===== config.mk =====
export PLATFORM = sky130hd
export DESIGN_NAME = rstctl_top
export DESIGN_NICKNAME = d
export VERILOG_FILES = /design/src/rtl/rstctl_pkg.sv /design/src/rtl/rstctl_sync_edge.sv /design/src/rtl/rstctl_pulse_timer.sv /design/src/rtl/rstctl_regs.sv /design/src/rtl/rstctl_seq_fsm.sv /design/src/rtl/rstctl_top.sv
export SDC_FILE = /design/constraint.sdc
export NUM_CORES = 1
export LEC_CHECK = 0
export BUFFER_PORTS_ARGS = -buffer_cell sky130_fd_sc_hd__buf_4
export CAP_MARGIN = 40
export CORE_ASPECT_RATIO = 2
export CORE_MARGIN = 2
export CORE_UTILIZATION = 48
export CTS_BUF_LIST = sky130_fd_sc_hd__clkbuf_16
export CTS_CLUSTER_SIZE = 10
export DETAILED_ROUTE_END_ITERATION = 8
export GPL_TIMING_DRIVEN = 1
export PLACE_DENSITY = 0.77
export SLEW_MARGIN = 15
export SYNTH_ARGS = -nofsm -noshare
export SYNTH_HDL_FRONTEND = slang
export SYNTH_SLANG_ARGS = --single-unit
export TNS_END_PERCENT = 100

===== constraint.sdc =====
create_clock -name clk -period 2.58 [get_ports clk]
set_input_delay 0 -clock clk [delete_from_list [all_inputs] [get_ports clk]]
set_output_delay 0 -clock clk [all_outputs]
set_load 0.005 [all_outputs]

===== src/rtl/rstctl_pkg.sv =====
package rstctl_pkg;

    localparam int          DATA_W  = 32;
    localparam int          KEY_LSB = 24;
    localparam logic [7:0]  WR_KEY  = 8'hA5;

    typedef enum logic [2:0] {
        CAUSE_POWER = 3'b000,
        CAUSE_WDOG  = 3'b010,
        CAUSE_SOFT  = 3'b011,
        CAUSE_USER  = 3'b100,
        CAUSE_BROWN = 3'b101
    } cause_e;

    typedef enum logic [1:0] {
        ST_IDLE,
        ST_PULSE,
        ST_FINISH
    } seq_e;

    typedef enum logic [1:0] {
        REG_CTRL = 2'd0,
        REG_STAT = 2'd1,
        REG_MODE = 2'd2,
        REG_NONE = 2'd3
    } reg_sel_e;

    typedef struct packed {
        logic [3:0] erstl;
        logic       bie;
        logic       uie;
        logic       ursten;
    } mode_t;

    typedef struct packed {
        logic ext;
        logic periph;
        logic dbg;
        logic core;
    } rst_sel_t;

endpackage


===== src/rtl/rstctl_sync_edge.sv =====
module rstctl_sync_edge #(
    parameter int   STAGES    = 2,
    parameter logic RESET_VAL = 1'b1
) (
    input  logic clk,
    input  logic rst_n,
    input  logic async_in,
    output logic level,
    output logic fall
);
    logic [STAGES-1:0] chain_q;
    logic              prev_q;

    generate
        for (genvar i = 0; i < STAGES; i++) begin : g_stage
            if (i == 0) begin : g_first
                always_ff @(posedge clk or negedge rst_n) begin
                    if (!rst_n) chain_q[0] <= RESET_VAL;
                    else        chain_q[0] <= async_in;
                end
            end else begin : g_next
                always_ff @(posedge clk or negedge rst_n) begin
                    if (!rst_n) chain_q[i] <= RESET_VAL;
                    else        chain_q[i] <= chain_q[i-1];
                end
            end
        end
    endgenerate

    always_ff @(posedge clk or negedge rst_n) begin
        if (!rst_n) prev_q <= RESET_VAL;
        else        prev_q <= chain_q[STAGES-1];
    end

    assign level = chain_q[STAGES-1];
    assign fall  = prev_q & ~chain_q[STAGES-1];

    // a falling edge is reported for one cycle only
    p_fall_single_r3: assert property (@(posedge clk) disable iff (!rst_n)
        fall |=> !fall);

endmodule


===== src/rtl/rstctl_pulse_timer.sv =====
module rstctl_pulse_timer #(
    parameter int EXP_W = 4
) (
    input  logic             clk,
    input  logic             rst_n,
    input  logic             clear,
    input  logic             run,
    input  logic             tick,
    input  logic [EXP_W-1:0] erstl,
    output logic             expire
);
    localparam int MAX_SHIFT = 1 << EXP_W;
    localparam int CNT_W     = MAX_SHIFT + 1;

    logic [CNT_W-1:0] cnt_q;
    logic [CNT_W-1:0] len;
    logic [CNT_W-1:0] last;
    logic [EXP_W:0]   shamt;

    assign shamt  = {1'b0, erstl} + {{EXP_W{1'b0}}, 1'b1};
    assign len    = {{(CNT_W-1){1'b0}}, 1'b1} << shamt;
    assign last   = len - {{(CNT_W-1){1'b0}}, 1'b1};
    assign expire = run & tick & (cnt_q == last);

    always_ff @(posedge clk or negedge rst_n) begin
        if (!rst_n)           cnt_q <= '0;
        else if (clear)       cnt_q <= '0;
        else if (run && tick) cnt_q <= cnt_q + {{(CNT_W-1){1'b0}}, 1'b1};
    end

    // the count never passes the programmed length while running
    p_count_bounded_r6: assert property (@(posedge clk) disable iff (!rst_n)
        run |-> (cnt_q < len));

endmodule


===== src/rtl/rstctl_regs.sv =====
module rstctl_regs
    import rstctl_pkg::*;
#(
    parameter int ADDR_W = 4
) (
    input  logic              clk,
    input  logic              rst_n,
    input  logic [ADDR_W-1:0] bus_addr,
    input  logic              bus_wr,
    input  logic [DATA_W-1:0] bus_wdata,
    input  logic              bus_rd,
    input  logic              user_fall,
    input  logic              brown_fall,
    input  logic              pin_level,
    input  logic              busy,
    input  cause_e            rst_type,
    output logic [DATA_W-1:0] bus_rdata,
    output mode_t             mode_q,
    output logic              ctrl_go,
    output rst_sel_t          ctrl_bits,
    output logic              irq
);
    reg_sel_e          sel;
    logic [ADDR_W-1:0] word_idx;
    logic              key_ok;
    logic              uflag_q;
    logic              bflag_q;
    logic              stat_rd;
    logic [DATA_W-1:0] stat_word;
    logic [DATA_W-1:0] mode_word;
    logic              unused_wdata;

    assign word_idx = bus_addr >> 2;
    assign key_ok   = (bus_wdata[DATA_W-1:KEY_LSB] == WR_KEY);
    assign unused_wdata = ^{bus_wdata[23:17], bus_wdata[15:12], bus_wdata[7:5]};

    always_comb begin
        if (word_idx == ADDR_W'(0))      sel = REG_CTRL;
        else if (word_idx == ADDR_W'(1)) sel = REG_STAT;
        else if (word_idx == ADDR_W'(2)) sel = REG_MODE;
        else                             sel = REG_NONE;
    end

    assign ctrl_bits = rst_sel_t'(bus_wdata[3:0]);
    assign ctrl_go   = bus_wr & (sel == REG_CTRL) & key_ok & (|bus_wdata[3:0]);
    assign stat_rd   = bus_rd & (sel == REG_STAT);

    always_ff @(posedge clk or negedge rst_n) begin
        if (!rst_n) begin
            mode_q <= '0;
        end else if (bus_wr && sel == REG_MODE && key_ok) begin
            mode_q.ursten <= bus_wdata[0];
            mode_q.uie    <= bus_wdata[4];
            mode_q.erstl  <= bus_wdata[11:8];
            mode_q.bie    <= bus_wdata[16];
        end
    end

    // A new edge wins over the clear of the same read
    always_ff @(posedge clk or negedge rst_n) begin
        if (!rst_n) begin
            uflag_q <= 1'b0;
            bflag_q <= 1'b0;
        end else begin
            uflag_q <= (uflag_q & ~stat_rd) | user_fall;
            bflag_q <= (bflag_q & ~stat_rd) | brown_fall;
        end
    end

    assign stat_word = {14'b0, busy, pin_level, 5'b0, rst_type, 6'b0, bflag_q, uflag_q};
    assign mode_word = {15'b0, mode_q.bie, 4'b0, mode_q.erstl, 3'b0, mode_q.uie,
                        3'b0, mode_q.ursten};

    always_ff @(posedge clk or negedge rst_n) begin
        if (!rst_n) begin
            bus_rdata <= '0;
        end else if (bus_rd) begin
            unique case (sel)
                REG_STAT: bus_rdata <= stat_word;
                REG_MODE: bus_rdata <= mode_word;
                default:  bus_rdata <= '0;
            endcase
        end
    end

    assign irq = (uflag_q & mode_q.uie) | (bflag_q & mode_q.bie);

    // a write with the wrong password leaves mode untouched
    p_bad_key_mode_r1: assert property (@(posedge clk) disable iff (!rst_n)
        (bus_wr && sel == REG_MODE && !key_ok) |=> $stable(mode_q));

    // a status read clears the user flag unless a new edge arrives
    p_read_clears_r3: assert property (@(posedge clk) disable iff (!rst_n)
        (stat_rd && !user_fall) |=> !uflag_q);

    // an edge always leaves its flag set
    p_edge_sets_r3: assert property (@(posedge clk) disable iff (!rst_n)
        brown_fall |=> bflag_q);

endmodule


===== src/rtl/rstctl_seq_fsm.sv =====
module rstctl_seq_fsm
    import rstctl_pkg::*;
(
    input  logic     clk,
    input  logic     rst_n,
    input  logic     sw_go,
    input  rst_sel_t sw_bits,
    input  logic     user_go,
    input  logic     brown_go,
    input  logic     wdog_go,
    input  logic     expire,
    output logic     busy,
    output logic     start,
    output logic     active,
    output rst_sel_t sel_q,
    output cause_e   cause_q
);
    seq_e     state_q, state_d;
    cause_e   pend_q;
    logic     upd_q;
    logic     any_go;
    rst_sel_t hw_sel;

    assign any_go = brown_go | wdog_go | user_go | sw_go;
    assign hw_sel = '{ext: 1'b0, periph: 1'b1, dbg: 1'b0, core: 1'b1};

    // State register
    always_ff @(posedge clk or negedge rst_n) begin
        if (!rst_n) state_q <= ST_IDLE;
        else        state_q <= state_d;
    end

    // Next state: START, EXPIRE, RETIRE
    always_comb begin
        state_d = state_q;
        unique case (state_q)
            ST_IDLE:   if (any_go) state_d = ST_PULSE;
            ST_PULSE:  if (expire) state_d = ST_FINISH;
            ST_FINISH: state_d = ST_IDLE;
            default:   state_d = ST_IDLE;
        endcase
    end

    // Outputs
    always_comb begin
        busy   = (state_q != ST_IDLE);
        active = (state_q == ST_PULSE);
        start  = (state_q == ST_IDLE) && any_go;
    end

    // Request capture at START, cause commit at RETIRE
    always_ff @(posedge clk or negedge rst_n) begin
        if (!rst_n) begin
            sel_q   <= '0;
            pend_q  <= CAUSE_POWER;
            upd_q   <= 1'b0;
            cause_q <= CAUSE_POWER;
        end else begin
            if (start) begin
                if (brown_go) begin
                    sel_q  <= hw_sel;
                    pend_q <= CAUSE_BROWN;
                    upd_q  <= 1'b1;
                end else if (wdog_go) begin
                    sel_q  <= hw_sel;
                    pend_q <= CAUSE_WDOG;
                    upd_q  <= 1'b1;
                end else if (user_go) begin
                    sel_q  <= hw_sel;
                    pend_q <= CAUSE_USER;
                    upd_q  <= 1'b1;
                end else begin
                    sel_q  <= sw_bits;
                    pend_q <= CAUSE_SOFT;
                    upd_q  <= sw_bits.core;
                end
            end
            if (state_q == ST_FINISH && upd_q) cause_q <= pend_q;
        end
    end

    // FINISH always returns to IDLE
    p_finish_returns_r5: assert property (@(posedge clk) disable iff (!rst_n)
        (state_q == ST_FINISH) |=> (state_q == ST_IDLE));

    // a request while busy does not alter the running selection
    p_busy_holds_sel_r5: assert property (@(posedge clk) disable iff (!rst_n)
        (state_q == ST_PULSE && sw_go) |=> $stable(sel_q));

    // the cause only moves on leaving FINISH
    p_cause_commit_r8: assert property (@(posedge clk) disable iff (!rst_n)
        (state_q != ST_FINISH) |=> $stable(cause_q));

endmodule


===== src/rtl/rstctl_top.sv =====
module rstctl_top
    import rstctl_pkg::*;
#(
    parameter int ADDR_W    = 4,
    parameter int SYNC_STG  = 2,
    parameter int EXP_W     = 4
) (
    input  logic              clk,
    input  logic              rst_n,
    input  logic              slow_tick,
    input  logic [ADDR_W-1:0] bus_addr,
    input  logic              bus_wr,
    input  logic [31:0]       bus_wdata,
    input  logic              bus_rd,
    output logic [31:0]       bus_rdata,
    input  logic              pin_sense,
    input  logic              wdt_fault,
    input  logic              brown_ok,
    output logic              core_rst,
    output logic              dbg_rst,
    output logic              periph_rst,
    output logic              pin_pull_low,
    output logic              irq
);
    logic     pin_level, pin_fall;
    logic     brown_level_unused, brown_fall;
    logic     ctrl_go, busy, start, active, expire;
    rst_sel_t ctrl_bits, sel_q;
    mode_t    mode_q;
    cause_e   cause_q;

    rstctl_sync_edge #(.STAGES(SYNC_STG), .RESET_VAL(1'b1)) u_pin_sync (
        .clk(clk), .rst_n(rst_n), .async_in(pin_sense),
        .level(pin_level), .fall(pin_fall));

    rstctl_sync_edge #(.STAGES(SYNC_STG), .RESET_VAL(1'b1)) u_brown_sync (
        .clk(clk), .rst_n(rst_n), .async_in(brown_ok),
        .level(brown_level_unused), .fall(brown_fall));

    rstctl_regs #(.ADDR_W(ADDR_W)) u_regs (
        .clk(clk), .rst_n(rst_n), .bus_addr(bus_addr), .bus_wr(bus_wr),
        .bus_wdata(bus_wdata), .bus_rd(bus_rd), .user_fall(pin_fall),
        .brown_fall(brown_fall), .pin_level(pin_level), .busy(busy),
        .rst_type(cause_q), .bus_rdata(bus_rdata), .mode_q(mode_q),
        .ctrl_go(ctrl_go), .ctrl_bits(ctrl_bits), .irq(irq));

    rstctl_seq_fsm u_fsm (
        .clk(clk), .rst_n(rst_n), .sw_go(ctrl_go), .sw_bits(ctrl_bits),
        .user_go(pin_fall & mode_q.ursten), .brown_go(brown_fall),
        .wdog_go(wdt_fault), .expire(expire), .busy(busy), .start(start),
        .active(active), .sel_q(sel_q), .cause_q(cause_q));

    rstctl_pulse_timer #(.EXP_W(EXP_W)) u_timer (
        .clk(clk), .rst_n(rst_n), .clear(start), .run(active),
        .tick(slow_tick), .erstl(mode_q.erstl), .expire(expire));

    assign core_rst     = active & sel_q.core;
    assign dbg_rst      = active & sel_q.dbg;
    assign periph_rst   = active & sel_q.periph;
    assign pin_pull_low = active & sel_q.ext;

    // no reset output without a running sequence
    p_outputs_need_busy_r2: assert property (@(posedge clk) disable iff (!rst_n)
        (core_rst | dbg_rst | periph_rst | pin_pull_low) |-> busy);

endmodule


==> impl_metrics.env <==
export IMPL_irDropWorstVdd_mv=0.614
export IMPL_timing_critical_path_slowest_cell_delay_ns=0.58
export IMPL_drt_wl_total_mm=6.52
export IMPL_synthFlopType="dfrtp_1"
export IMPL_setup_tns_ns=-0.0318
export IMPL_synth_async_reset_ratio_pct=100
export IMPL_path_cells="or4_4 -> ha_4 -> or3b_1 -> a21oi_2 -> or3_4 -> a2111oi_4 -> nand4_1 -> o31a_1"
export IMPL_die_h_um=117
export IMPL_ctsRootBufferMaster="clkbuf_16"
export IMPL_critPathMaxFanout=7
export IMPL_worst_pin_slew_ns=0.665
export IMPL_final_nets=423
export IMPL_final_common_cell="buf_4"
export IMPL_synth_top_area_share_pct=38.7
export IMPL_hold_violations=0
export IMPL_cp_slowest_cell="or4_4"
export IMPL_syn_area_per_cell_um2=9.42
export IMPL_fmax_mhz=383
export IMPL_die_w_um=60.3
export IMPL_status="finished with violations"
export IMPL_power_w=0.00233
export IMPL_p_int_w=0.00168
export IMPL_synth_edf_count=0
export IMPL_p_per_area_nw_per_um2=634
export IMPL_first_pass_iters=4
export IMPL_cts_sinks=53
export IMPL_grt_usage_pct=19.7
export IMPL_period_needed_ns=2.61
export IMPL_rrSetupSlack_ns=-0.03
export IMPL_r2r_end="u_fsm.state_q[0]$_DFFE_PN0P_"
export IMPL_cts_inserted_buffers=5
export IMPL_via_per_inst=5.21
export IMPL_ff2ff_path_depth=8
export IMPL_portBuffers=41
export IMPL_clk_pin_slew_ns=0.07
export IMPL_power_frac_clock_pct=32.7
export IMPL_n_antenna_cell=0
export IMPL_drtIter0Drc=63
export IMPL_required_ns=2.76
export IMPL_die_area_um2=7030
export IMPL_finClkSkew_ns=0.00736
export IMPL_yosysUniqueCellTypes=53
export IMPL_routabilityCongestion=0.808
export IMPL_grt_pass1_wl_mm=10.6
export IMPL_cap_violations=0
export IMPL_violations="negative setup slack"
export IMPL_power_frac_seq_pct=45.1
export IMPL_switching_share_pct=27.7
export IMPL_rsz0062_at_grt="true"
export IMPL_syn_area_um2=3040
export IMPL_antenna_found_initial=0
export IMPL_core_area_um2=6210
export IMPL_grt_pass1_vias=2373
export IMPL_clk_latency_ns=0.29
export IMPL_drtAntennaViolNets=0
export IMPL_grt_max_degree=54
export IMPL_syn_inst=323
export IMPL_critPathLaunch="u_regs.mode_q[6]$_DFFE_PN0P_"
export IMPL_power_frac_comb_pct=22.2
export IMPL_setup_ws_ns=-0.0318
export IMPL_p_leak_nw=1.65
export IMPL_report_final_slew_viol_count=0
export IMPL_min_path_type="input pin to flop"
export IMPL_io_pin_count=81
export IMPL_yosys_area_top_type="dfrtp_1"
export IMPL_synth_seq_cells=53
export IMPL_netlist_top_cells_area="dfrtp_1 39%, buf_4 5.9%, dfstp_2 5.2%, xor2_1 4.3%, o21ai_0 4.1%"
export IMPL_ys_warn_count=0
export IMPL_areaGrowthSynthToFinish_pct=20.7
export IMPL_seq_area_frac_synth_pct=43.8
export IMPL_final_cell_mix="49 x buf_4, 47 x dfrtp_1, 25 x o21ai_0"
export IMPL_r2r_start="u_regs.mode_q[6]$_DFFE_PN0P_"
export IMPL_dpl_worst_slack_ns=-0.0739
export IMPL_finalSetupViolCount=1
export IMPL_layoutNonFillerInstCount=461
export IMPL_end_kind="flop"
export IMPL_num_rows=41
export IMPL_slew_headroom_pct=55.7
export IMPL_holdPathEnd="u_fsm.sel_q[2]$_DFFE_PN0P_"
export IMPL_vias=2403
export IMPL_hold_ws_ns=0.0143
export IMPL_fin_crit_sh_pct=101
export IMPL_clock_path_buffers=2
export IMPL_drc=0
export IMPL_grt_overflow=0
export IMPL_floorplan_initialDensity_pct=49.0
export IMPL_drive_above_1_share_pct=22.1
export IMPL_arrival_ns=2.79
export IMPL_hold_depth=3
export IMPL_setup_worst_path_class="flop to flop"
export IMPL_startpoint_type="flop"
export IMPL_hold_path_startpoint="bus_wdata[2]"
export IMPL_tritoncts="built"
export IMPL_p_switching_w=0.000644
export IMPL_avgRoutedWirePerCell_um=14.1
export IMPL_h_tree_depth=2
export IMPL_dp_cells=437
export IMPL_hpwl_mm=4.55
[what timing repair did]
action                                  CTS  global route
endpoints found under the hold margin    66             0
resized for setup                         3             0
gates cloned                              0             0
pin swaps                                 0             5
hold buffers                             13             0
endpoints found under the setup margin    1             1
buffers inserted                          0             3
[how the worst max path moves through the flow]
stage and end:
2_1_floorplan u_fsm.state_q[0]$_DFFE_PN0P_, 3_3_place_gp u_fsm.state_q[0]$_DFFE_PN0P_, 3_5_place_dp u_fsm.state_q[0]$_DFFE_PN0P_, 4_1_cts u_fsm.state_q[0]$_DFFE_PN0P_, 5_1_grt u_fsm.state_q[0]$_DFFE_PN0P_, 6_report u_fsm.state_q[0]$_DFFE_PN0P_
[cell type report]
cell class                 count  area, um^2
fill                         538        2530
multi-input combinational    231        1480
inverter                      20        75.1
timing repair buffer          63         503
sequential                    53        1330
tap                           86         108
clock buffer                   5         125
clock inverter                 3        45.0
[critical path: cells and delay by family, from the launching register on]
kind | cells | cell delay, ns
flip-flops | 1 | 0.38
AND/OR/NAND/NOR | 4 | 1.25
AO/OA/AOI/OAI | 3 | 0.67
adder cells (fa/ha/maj) | 1 | 0.21
[Yosys cell counts, types with 2 or more instances]
master,number
a21oi_1,11
a21oi_2,2
a22o_1,2
a22oi_1,6
a31oi_1,3
and2_1,5
and3_1,3
and4_1,2
buf_2,7
buf_4,24
buf_6,3
clkbuf_1,7
conb_1,2
dfrtp_1,47
dfstp_2,6
ha_1,5
inv_1,20
mux2_2,9
nand2_1,18
nand2b_1,5
nand3_1,12
nand3b_1,3
nand4_1,4
nor2_1,23
nor2b_1,3
nor3_1,8
nor4_1,3
o21a_1,2
o21ai_0,25
or3_1,6
or4_1,2
xnor2_1,10
xor2_1,15
[metrics by stage]
stage	area, um^2	util [%]
floorplan	3140	-
global placement	3320	53.5
detailed placement	3320	53.5
CTS	3650	58.8
global route	3670	59.2
finish	3670	59.2
[layer usage]
layer / up-vias / global-route usage, % / wire length, um
met5: - / 0 / 0
li1: 1161 / - / -
met2: 68 / 33.1 / 3430
met3: 15 / 3.10 / 219
met4: 0 / 6.81 / 155
met1: 1159 / 25.1 / 2710
[power groups by stage]
stage                     combinational (W)  clock (W)  sequential, W
after floorplan                    0.000345          0        0.00103
after global placement             0.000470          0        0.00105
after detailed placement           0.000491          0        0.00106
after CTS                          0.000516   0.000776        0.00105
after global routing               0.000581   0.000803        0.00106
final                              0.000517   0.000762        0.00105
[sequential cells by signal (all words and copies together), names as in the netlist, 2 cells and up]
signal	count
u_fsm.state_q	2
u_regs.bus_rdata	9
u_fsm.pend_q	3
u_fsm.cause_q	3
u_regs.mode_q	7
u_fsm.sel_q	4
u_timer.cnt_q	17
[cells by family (layout without fill, tap and decap cells)]
kind of cell / Yosys count / in the layout / share of synthesized area (%)
DFF: 53 / 53 / 43.8
AOI/OAI and AO/OA: 61 / 61 / 12.4
xor gates and xnor gates: 25 / 25 / 7.20
adders and majority gates: 5 / 5 / 2.06
other: 2 / 24 / 0.247
buffers and inverters: 61 / 91 / 11.5
muxes: 10 / 10 / 3.66
and+or+nand+nor: 106 / 106 / 19.1
Power figures use the tool's default switching activity.
